[src/rtl/exc_entry_pkg.sv]
// Package: shared encodings for the exception entry unit.
// Assumes a 5-bit cause code and a 2-bit translation result.
package exc_entry_pkg;

    localparam int CODE_W = 5;

    // Cause word field positions decoded by software.
    localparam int CAUSE_EC_LSB = 2;
    localparam int CAUSE_CE_LSB = 28;
    localparam int CAUSE_BD_BIT = 31;

    typedef enum logic [1:0] {
        XR_NOMATCH = 2'd0,
        XR_INVALID = 2'd1,
        XR_DIRTY   = 2'd2,
        XR_BADADDR = 2'd3
    } xlat_res_e;

    localparam logic [CODE_W-1:0] CODE_INT    = 5'd0;
    localparam logic [CODE_W-1:0] CODE_TLBMOD = 5'd1;
    localparam logic [CODE_W-1:0] CODE_TLBLD  = 5'd2;
    localparam logic [CODE_W-1:0] CODE_TLBST  = 5'd3;
    localparam logic [CODE_W-1:0] CODE_ADRLD  = 5'd4;
    localparam logic [CODE_W-1:0] CODE_ADRST  = 5'd5;
    localparam logic [CODE_W-1:0] CODE_COPUN  = 5'd11;

    // Result of classifying one request.
    typedef struct packed {
        logic [CODE_W-1:0] code;
        logic              refill;
        logic              xlat;
    } exc_class_t;

endpackage

[src/rtl/exc_classify.sv]
// Module: exc_classify
// Turns a request into a final cause code, a refill marker and a
// translation-fault marker. Purely combinational; the result is only
// meaningful while a request is present.
module exc_classify
    import exc_entry_pkg::*;
(
    input  logic              xlat_fault_i,
    input  logic [1:0]        xlat_res_i,
    input  logic              is_store_i,
    input  logic [CODE_W-1:0] code_i,
    output exc_class_t        cls_o
);

    // Map translation results to codes, or pass the direct code through.
    always_comb begin
        cls_o.code   = code_i;
        cls_o.refill = 1'b0;
        cls_o.xlat   = xlat_fault_i;
        if (xlat_fault_i) begin
            unique case (xlat_res_e'(xlat_res_i))
                XR_NOMATCH: begin
                    cls_o.code   = is_store_i ? CODE_TLBST : CODE_TLBLD;
                    cls_o.refill = 1'b1;
                end
                XR_INVALID: cls_o.code = is_store_i ? CODE_TLBST : CODE_TLBLD;
                XR_DIRTY:   cls_o.code = CODE_TLBMOD;
                default:    cls_o.code = is_store_i ? CODE_ADRST : CODE_ADRLD;
            endcase
        end
    end

endmodule

[src/rtl/exc_vector.sv]
// Module: exc_vector
// Computes the handler address from the classified request, the current
// exception-level flag (before this request sets it) and the base controls.
module exc_vector
    import exc_entry_pkg::*;
#(
    parameter int              XLEN       = 32,
    parameter int              BASE_ALIGN = 10,
    parameter logic [XLEN-1:0] BOOT_BASE  = 32'hBFC0_0200,
    parameter logic [XLEN-1:0] OFS_GEN    = 32'h0000_0180,
    parameter logic [XLEN-1:0] OFS_IRQ    = 32'h0000_0200,
    parameter logic [XLEN-1:0] OFS_REFILL = 32'h0000_0000
) (
    input  exc_class_t      cls_i,
    input  logic            exl_i,
    input  logic            boot_vec_i,
    input  logic            int_vec_i,
    input  logic [XLEN-1:0] ebase_i,
    output logic [XLEN-1:0] target_o
);

    localparam logic [XLEN-1:0] ALIGN_MASK =
        ~((XLEN'(1) << BASE_ALIGN) - XLEN'(1));

    logic [XLEN-1:0] base;
    logic [XLEN-1:0] offset;

    // Pick the handler base.
    always_comb begin
        base = boot_vec_i ? BOOT_BASE : (ebase_i & ALIGN_MASK);
    end

    // Pick the offset: the interrupt and refill cases override the default.
    always_comb begin
        if (cls_i.code == CODE_INT && !cls_i.xlat && int_vec_i)
            offset = OFS_IRQ;
        else if (cls_i.refill && !exl_i)
            offset = OFS_REFILL;
        else
            offset = OFS_GEN;
    end

    // Form the handler address.
    always_comb begin
        target_o = base + offset;
    end

endmodule

[src/rtl/exc_state_regs.sv]
// Module: exc_state_regs
// Holds the architectural state written on exception entry: level flag,
// resume address, cause fields, fault registers and the redirect pair.
// Assumes 4 KiB pages, so a page pair starts at bit PAGE_SHIFT+1.
module exc_state_regs
    import exc_entry_pkg::*;
#(
    parameter int XLEN       = 32,
    parameter int ASID_W     = 8,
    parameter int PAGE_SHIFT = 12,
    parameter int CTX_LSB    = 4,
    parameter int COP_W      = 2
) (
    input  logic              clk_i,
    input  logic              rst_ni,
    input  logic              req_i,
    input  logic              eret_i,
    input  exc_class_t        cls_i,
    input  logic [XLEN-1:0]   pc_i,
    input  logic              in_ds_i,
    input  logic [COP_W-1:0]  cop_i,
    input  logic [XLEN-1:0]   fault_addr_i,
    input  logic [ASID_W-1:0] asid_i,
    input  logic [XLEN-1:0]   target_i,
    output logic              exl_o,
    output logic [XLEN-1:0]   epc_o,
    output logic [XLEN-1:0]   cause_o,
    output logic [XLEN-1:0]   badv_o,
    output logic [XLEN-1:0]   ctx_o,
    output logic [XLEN-1:0]   ehi_o,
    output logic              redirect_o,
    output logic [XLEN-1:0]   new_pc_o
);

    localparam int VPN2_LSB = PAGE_SHIFT + 1;
    localparam int VPN2_W   = XLEN - VPN2_LSB;
    localparam int GAP_W    = VPN2_LSB - ASID_W;

    logic              exl_q;
    logic              bd_q;
    logic [XLEN-1:0]   epc_q;
    logic [CODE_W-1:0] code_q;
    logic [COP_W-1:0]  ce_q;
    logic [XLEN-1:0]   badv_q;
    logic [VPN2_W-1:0] ctx_vpn_q;
    logic [XLEN-1:0]   ehi_q;
    logic              redir_q;
    logic [XLEN-1:0]   npc_q;

    // Level flag: set by any request, cleared by a lone return.
    always_ff @(posedge clk_i) begin
        if (!rst_ni)      exl_q <= 1'b0;
        else if (req_i)   exl_q <= 1'b1;
        else if (eret_i)  exl_q <= 1'b0;
    end

    // Resume address and delay-slot marker, written only from level zero.
    always_ff @(posedge clk_i) begin
        if (!rst_ni) begin
            epc_q <= '0;
            bd_q  <= 1'b0;
        end else if (req_i && !exl_q) begin
            epc_q <= in_ds_i ? (pc_i - XLEN'(4)) : pc_i;
            bd_q  <= in_ds_i;
        end
    end

    // Cause code, written on every request.
    always_ff @(posedge clk_i) begin
        if (!rst_ni)    code_q <= '0;
        else if (req_i) code_q <= cls_i.code;
    end

    // Coprocessor number, written only for the coprocessor-unusable code.
    always_ff @(posedge clk_i) begin
        if (!rst_ni)                                 ce_q <= '0;
        else if (req_i && cls_i.code == CODE_COPUN)  ce_q <= cop_i;
    end

    // Fault registers, written only on translation faults.
    always_ff @(posedge clk_i) begin
        if (!rst_ni) begin
            badv_q    <= '0;
            ctx_vpn_q <= '0;
            ehi_q     <= '0;
        end else if (req_i && cls_i.xlat) begin
            badv_q    <= fault_addr_i;
            ctx_vpn_q <= fault_addr_i[XLEN-1:VPN2_LSB];
            ehi_q     <= {fault_addr_i[XLEN-1:VPN2_LSB], {GAP_W{1'b0}}, asid_i};
        end
    end

    // Redirect strobe and held handler address.
    always_ff @(posedge clk_i) begin
        if (!rst_ni) begin
            redir_q <= 1'b0;
            npc_q   <= '0;
        end else begin
            redir_q <= req_i;
            if (req_i) npc_q <= target_i;
        end
    end

    // Assemble the cause word from its fields.
    always_comb begin
        cause_o = '0;
        cause_o[CAUSE_BD_BIT]                = bd_q;
        cause_o[CAUSE_CE_LSB +: COP_W]       = ce_q;
        cause_o[CAUSE_EC_LSB +: CODE_W]      = code_q;
    end

    // Assemble the context word from the page-pair field.
    always_comb begin
        ctx_o = '0;
        ctx_o[CTX_LSB +: VPN2_W] = ctx_vpn_q;
    end

    // Drive the remaining outputs from their registers.
    always_comb begin
        exl_o      = exl_q;
        epc_o      = epc_q;
        badv_o     = badv_q;
        ehi_o      = ehi_q;
        redirect_o = redir_q;
        new_pc_o   = npc_q;
    end

endmodule

[src/rtl/exc_entry_unit.sv]
// Module: exc_entry_unit (top)
// Exception entry: classifies a one-cycle request, computes the handler
// address from the pre-request level flag and updates entry state. All
// results appear one cycle after the request.
module exc_entry_unit
    import exc_entry_pkg::*;
#(
    parameter int XLEN       = 32,
    parameter int ASID_W     = 8,
    parameter int PAGE_SHIFT = 12,
    parameter int COP_W      = 2
) (
    input  logic              clk_i,
    input  logic              rst_ni,
    input  logic              exc_req_i,
    input  logic [4:0]        exc_code_i,
    input  logic              xlat_fault_i,
    input  logic [1:0]        xlat_res_i,
    input  logic              is_store_i,
    input  logic [COP_W-1:0]  cop_num_i,
    input  logic [XLEN-1:0]   pc_i,
    input  logic              in_delay_slot_i,
    input  logic [XLEN-1:0]   fault_addr_i,
    input  logic [ASID_W-1:0] asid_i,
    input  logic              boot_vec_i,
    input  logic              int_vec_i,
    input  logic [XLEN-1:0]   ebase_i,
    input  logic              eret_i,
    output logic [XLEN-1:0]   epc_o,
    output logic [XLEN-1:0]   cause_o,
    output logic              exl_o,
    output logic [XLEN-1:0]   badvaddr_o,
    output logic [XLEN-1:0]   context_o,
    output logic [XLEN-1:0]   entryhi_o,
    output logic              redirect_o,
    output logic [XLEN-1:0]   new_pc_o
);

    exc_class_t      cls;
    logic [XLEN-1:0] target;

    exc_classify u_classify (
        .xlat_fault_i (xlat_fault_i),
        .xlat_res_i   (xlat_res_i),
        .is_store_i   (is_store_i),
        .code_i       (exc_code_i),
        .cls_o        (cls)
    );

    exc_vector #(
        .XLEN (XLEN)
    ) u_vector (
        .cls_i      (cls),
        .exl_i      (exl_o),
        .boot_vec_i (boot_vec_i),
        .int_vec_i  (int_vec_i),
        .ebase_i    (ebase_i),
        .target_o   (target)
    );

    exc_state_regs #(
        .XLEN       (XLEN),
        .ASID_W     (ASID_W),
        .PAGE_SHIFT (PAGE_SHIFT),
        .COP_W      (COP_W)
    ) u_regs (
        .clk_i        (clk_i),
        .rst_ni       (rst_ni),
        .req_i        (exc_req_i),
        .eret_i       (eret_i),
        .cls_i        (cls),
        .pc_i         (pc_i),
        .in_ds_i      (in_delay_slot_i),
        .cop_i        (cop_num_i),
        .fault_addr_i (fault_addr_i),
        .asid_i       (asid_i),
        .target_i     (target),
        .exl_o        (exl_o),
        .epc_o        (epc_o),
        .cause_o      (cause_o),
        .badv_o       (badvaddr_o),
        .ctx_o        (context_o),
        .ehi_o        (entryhi_o),
        .redirect_o   (redirect_o),
        .new_pc_o     (new_pc_o)
    );

endmodule

[config.mk]
export PLATFORM = sky130hd
export DESIGN_NAME = exc_entry_unit
export DESIGN_NICKNAME = d
export VERILOG_FILES = /design/src/rtl/exc_entry_pkg.sv /design/src/rtl/exc_classify.sv /design/src/rtl/exc_vector.sv /design/src/rtl/exc_state_regs.sv /design/src/rtl/exc_entry_unit.sv
export SDC_FILE = /design/constraint.sdc
export NUM_CORES = 1
export LEC_CHECK = 0
export ABC_AREA = 1
export BUFFER_PORTS_ARGS = -buffer_cell sky130_fd_sc_hd__buf_4
export CORE_AREA = 2 2 124 126
export DETAILED_ROUTE_END_ITERATION = 12
export DIE_AREA = 0 0 126 128
export PLACE_DENSITY = 0.78
export SYNTH_ARGS = -nofsm -noshare
export SYNTH_HDL_FRONTEND = slang
export SYNTH_SLANG_ARGS = --single-unit
export TNS_END_PERCENT = 100
[constraint.sdc]
create_clock -name clk_i -period 4.3 [get_ports clk_i]
set_clock_uncertainty 0.2 [all_clocks]
set_input_delay 0.43 -clock clk_i [delete_from_list [all_inputs] [get_ports clk_i]]
set_output_delay 0.43 -clock clk_i [all_outputs]
set_load 0.05 [all_outputs]
Word-level counts from Yosys, hierarchy flattened
Index checks and enable logic that the tools add are counted.
Widths: inputs -> output; s select.
{"block": "word_totals", "out_inout_bits": 194, "elab_cells": 38, "ff_bits": 152}
{"block": "op_classes", "n_mux": 11, "add_sub_neg": 2, "eq_ne": 3, "reduce_logical": 12}
{"operator": "$mux 32", "count": 2}
{"operator": "$add 32x32->32", "count": 1}
{"operator": "$sub 32x3->32 const B", "count": 1}
{"operator": "$mux 10", "count": 1}
{"operator": "$pmux 5 s2", "count": 1}
{"operator": "$mux 9", "count": 1}
{"operator": "$logic_and 1x1->1", "count": 6}
{"operator": "$mux 6", "count": 1}
{"operator": "$eq 5x4->1 const B", "count": 1}
{"operator": "$logic_not 5->1", "count": 1}
{"operator": "$mux 1", "count": 5}
{"operator": "$eq 2x1->1 const B", "count": 1}
{"operator": "$eq 2x2->1 const B", "count": 1}
{"operator": "$logic_not 1->1", "count": 2}
{"operator": "$logic_not 2->1", "count": 1}
{"operator": "$reduce_bool 2->1", "count": 1}
{"operator": "$reduce_or 2->1", "count": 1}

Longest topological paths before layout
{"block": "depth", "word_depth": 9, "depth_mapped": 16, "mapped_depth_nobuf": 16}

Cells and area by module
Synthesis repeated with hierarchy kept, for this count alone.
{"block": "hier_totals", "cells_unflattened": 967, "hier_area_um2": 6485.0}
{"mod": "exc_state_regs", "area_each_um2": 5391.4, "instances": 1, "seq_area_each_um2": 2282.2, "cells_per_inst": 759}
{"mod": "exc_vector", "area_each_um2": 1014.7, "instances": 1, "seq_area_each_um2": 0.0, "cells_per_inst": 190}
{"mod": "exc_classify", "area_each_um2": 78.8, "instances": 1, "seq_area_each_um2": 0.0, "cells_per_inst": 18}

Worst setup path after synthesis
No wires, ideal clock.
{"block": "synth_timing", "path_type": "input to register", "from": "input port xlat_fault_i", "to": "register u_regs.npc_q[22] (netlist: u_regs.new_pc_o[22])", "arrival_ns": 1.992, "setup_slack_ns": 1.999, "path_stages": 14, "setup_time_ns": 0.109, "n_path_buf": 0, "cell_sequence": "or2_2 nor3_1 nand2_1 inv_1 ha_1 nand3_1 nor2_4 nand2_2 nor2_4 nand2_1 nor2_1 o21ai_1 nand2_1 inv_1"}
{"block": "synth_via", "elab_chain_len": 6}
{"element": "start: declaration", "line": "exc_entry_unit.sv:17", "source": "input logic xlat_fault_i,"}
{"element": "$mux 6", "line": "exc_classify.sv:20", "source": "if (xlat_fault_i) begin"}
{"element": "$logic_not 5->1", "line": "exc_vector.sv:35", "source": "if (cls_i.code == CODE_INT && !cls_i.xlat && int_vec_i)"}
{"element": "$logic_and 1x1->1 (2 in series)", "line": "exc_vector.sv:35"}
{"element": "$mux 10 (*)", "line": "exc_vector.sv:35"}
{"element": "$add 32x32->32 (*)", "line": "exc_vector.sv:45", "source": "target_o = base + offset;"}
{"element": "end signal: assignment", "line": "exc_state_regs.sv:100", "source": "if (req_i) npc_q <= target_i;"}
{"element": "end: declaration", "line": "exc_state_regs.sv:48", "source": "logic [XLEN-1:0] npc_q;"}
Mark *: on every way between the ends. The rest lies on a longest branch, timed or not.
A chain may end at the register's enable or synchronous reset.

Worst setup path in the final report
Same ends and word-level chain as after synthesis.

==> metrics <==
Worst Max-Slew Pin Slew 0.666 ns; PD cells 358 mW/mm^2; CP endpoint kind flop; kind of critical path in -> reg; Reg area 0.00212 mm^2; per-cell routed wire length 13.3 um; clock sink count 106; Worst-Skew Late Latency 0.34 ns; Initial Utilization 39.9%; hpwl dp 12,800 um; Synth Area per Inst 6.74 um^2; DIE AREA 0.0161 mm^2; setup TNS 0 ns; synth warn 0; main combinational cell family by area after synthesis simple AND/OR/NAND/NOR gates; largest net degree at the start of global routing 51; area share of the largest cell type after synthesis 35.8%; outcome complete, no violations; WHS 0.0677 ns; drt pass-1 iters 5; Final #Nets 1,201; Final setup viols 0; Yosys top cell by area dfxtp_1; commonest non-fill, non-tap cell in the layout buf_4; post-synthesis mux area share 0%; post-synthesis simple-gate area fraction 28.2%; CTS H-tree depth 3; placed insts 1,254; first-pass GRT wire length 25,900 um; Final ANT Viol Nets 0; final hold violations 0; CTS Root Buffer Type clkbuf_16; Die Y 128 um; most frequent cells in the layout 261 x buf_4, 182 x nor2_1, 130 x nand2_1; Area Overhead vs Synth 30.8%; Post-Synth Adder-Cell Area 0.422%; fin crit share 56.8%; library cells used by synthesis 38; GPL Wtd Cong 0.937; number of global-route vias before repair 5,126; MaxCap Viol Count 0; I/O pins 316; nature of the critical path startpoint primary input; crit-path max FO 7; n_diodes 0; Achievable Freq 409 MHz; row count 45; WP data arrival 2.48 ns; unrepaired setup endpoints after global routing no; Worst IR Drop VDD 231 uV; worst hold path type in -> reg; share of cells above drive strength 1 28.1%; CTS buffer count 9; Cells after Synth 880; Synth Area in XOR/XNOR 2.51%; min Tclk post-route 2.44 ns; leak pwr 3.94 nW; FILL cells 1,492; antenna violations before repair 0; Seq/Total Area, Yosys 35.8%; clk buf depth 2; compound-gate portion of the synthesized area 13.3%; hold buffer count at cts 0; multi-input logic area 0.00282 mm^2; routed vias 5,917; Synth area leaders dfxtp_1 36%, nor2_1 12%, buf_4 11%; core area 0.0149 mm^2; Via density 4.67; non-filler cells, final 1,268; port bufs 256; Yosys reg bits 106; initial drt markers 299; Slew Viols, Final 0; Overflow after GRT 0; Remaining DRCs 0; GRT Overall Usage 19.9%; DIE WIDTH 126 um; post-layout power 2.78 mW; Worst-path clk slew 0.06 ns; CTS tree built; final core area utilization 52.2%; Worst Path Required 4.34 ns; post-CTS resize count 0; Post-CTS Setup Bufs 0; relative slew slack 55.5%; final WL 16,800 um; Mapped Area 0.00593 mm^2
[kinds of logic after synthesis]
kind of cell,Yosys count
other,1
DFF,106
AOI/OAI and AO/OA,151
and+or+nand+nor,391
adders and majority gates,2
xor gates and xnor gates,17
buffers and inverters,212
[metal layers]
metal / up-vias / share of wire [%] / GRT usage (%)
met5: - / 0 / 0
met4: 0 / 1.8 / 6.85
met3: 21 / 8.1 / 4.17
met2: 232 / 48 / 34.3
met1: 2634 / 42 / 24.7
li1: 3030 / - / -
[path summary, 6_finish.rpt]
path / cells after the start / slack [ns] / to / startpoint
worst min register to register: 2 / 0.25 / u_regs.ce_q[1]$_SDFFE_PN0P_ / u_regs.ce_q[1]$_SDFFE_PN0P_
worst max register to register: 4 / 2.58 / u_regs.epc_o[26]$_SDFFE_PN0P_ / u_regs.exl_o$_SDFFE_PN0P_
worst min-delay path: 2 / 0.07 / u_regs.exl_o$_SDFFE_PN0P_ / eret_i
worst max-delay path: 15 / 1.86 / u_regs.new_pc_o[22]$_SDFFE_PN0P_ / xlat_fault_i
[where the power goes]
group	switching [mW]	internal, mW
Combinational	0.643	0.255
Clock	0.349	0.433
Sequential	0.0449	1.05
Total	1.04	1.74
[critical path, stage by stage]
cell and delay (ns):
buf_4 0.14, or2_2 0.30, nor3_1 0.22, nand2_1 0.09, inv_1 0.12, ha_1 0.18
nand3_1 0.11, nor2_4 0.17, nand2_2 0.11, nor2_4 0.21, nand2_1 0.11, nor2_1 0.10
o21ai_1 0.08, nand2_1 0.08, inv_1 0.04
[through the flow]
stage / setup slack, ns / cell area (um^2)
2_1_floorplan: 2.00 / 6110
3_3_place_gp: 1.56 / 7480
3_5_place_dp: 1.52 / 7480
4_1_cts: 1.86 / 7760
5_1_grt: 1.62 / 7760
6_report: 1.86 / 7760
[synthesized netlist by cell type]
cell type and instances:
nor2_1 182, o221a_2 1, o21bai_1 1, o211ai_1 4, ha_1 2, nor2_4 7
nor2_2 5, o21ai_0 99, a21boi_0 1, o21ai_1 6, nand2_2 8, buf_4 90
inv_2 1, nand3_2 1, clkbuf_1 26, xor2_1 12, nand3_4 1, a31oi_1 6
nor2b_1 1, xnor2_1 5, buf_12 1, buf_2 5, nor3_1 7, buf_6 1
nand2_4 1, o31ai_1 1, nand4_1 9, inv_1 86, nand2_1 130, a21oi_1 32
or2_2 2, clkinv_1 1, nand3b_1 2, nor3b_1 1, inv_8 1, conb_1 1
dfxtp_1 106, nand3_1 34
[registers in the layout (all words and copies together) (netlist names)]
register           flops
u_regs.bd_q            1
u_regs.exl_o           1
u_regs.ce_q            2
u_regs.ehi_o           8
u_regs.epc_o          32
u_regs.new_pc_o       24
u_regs.ctx_vpn_q      19
u_regs.badv_o         13
u_regs.code_q          5
u_regs.redirect_o      1
[area by class of cell]
type,count,share of cell area (%)
Multi-Input combinational cell,610,36.4
Timing Repair Buffer,261,25.2
Clock inverter,2,0.161
Sequential cell,106,27.3
Tap cell,188,3.03
Clock buffer,12,3.43
Inverter,89,4.40
No activity file was read; power rests on OpenSTA's default activity.
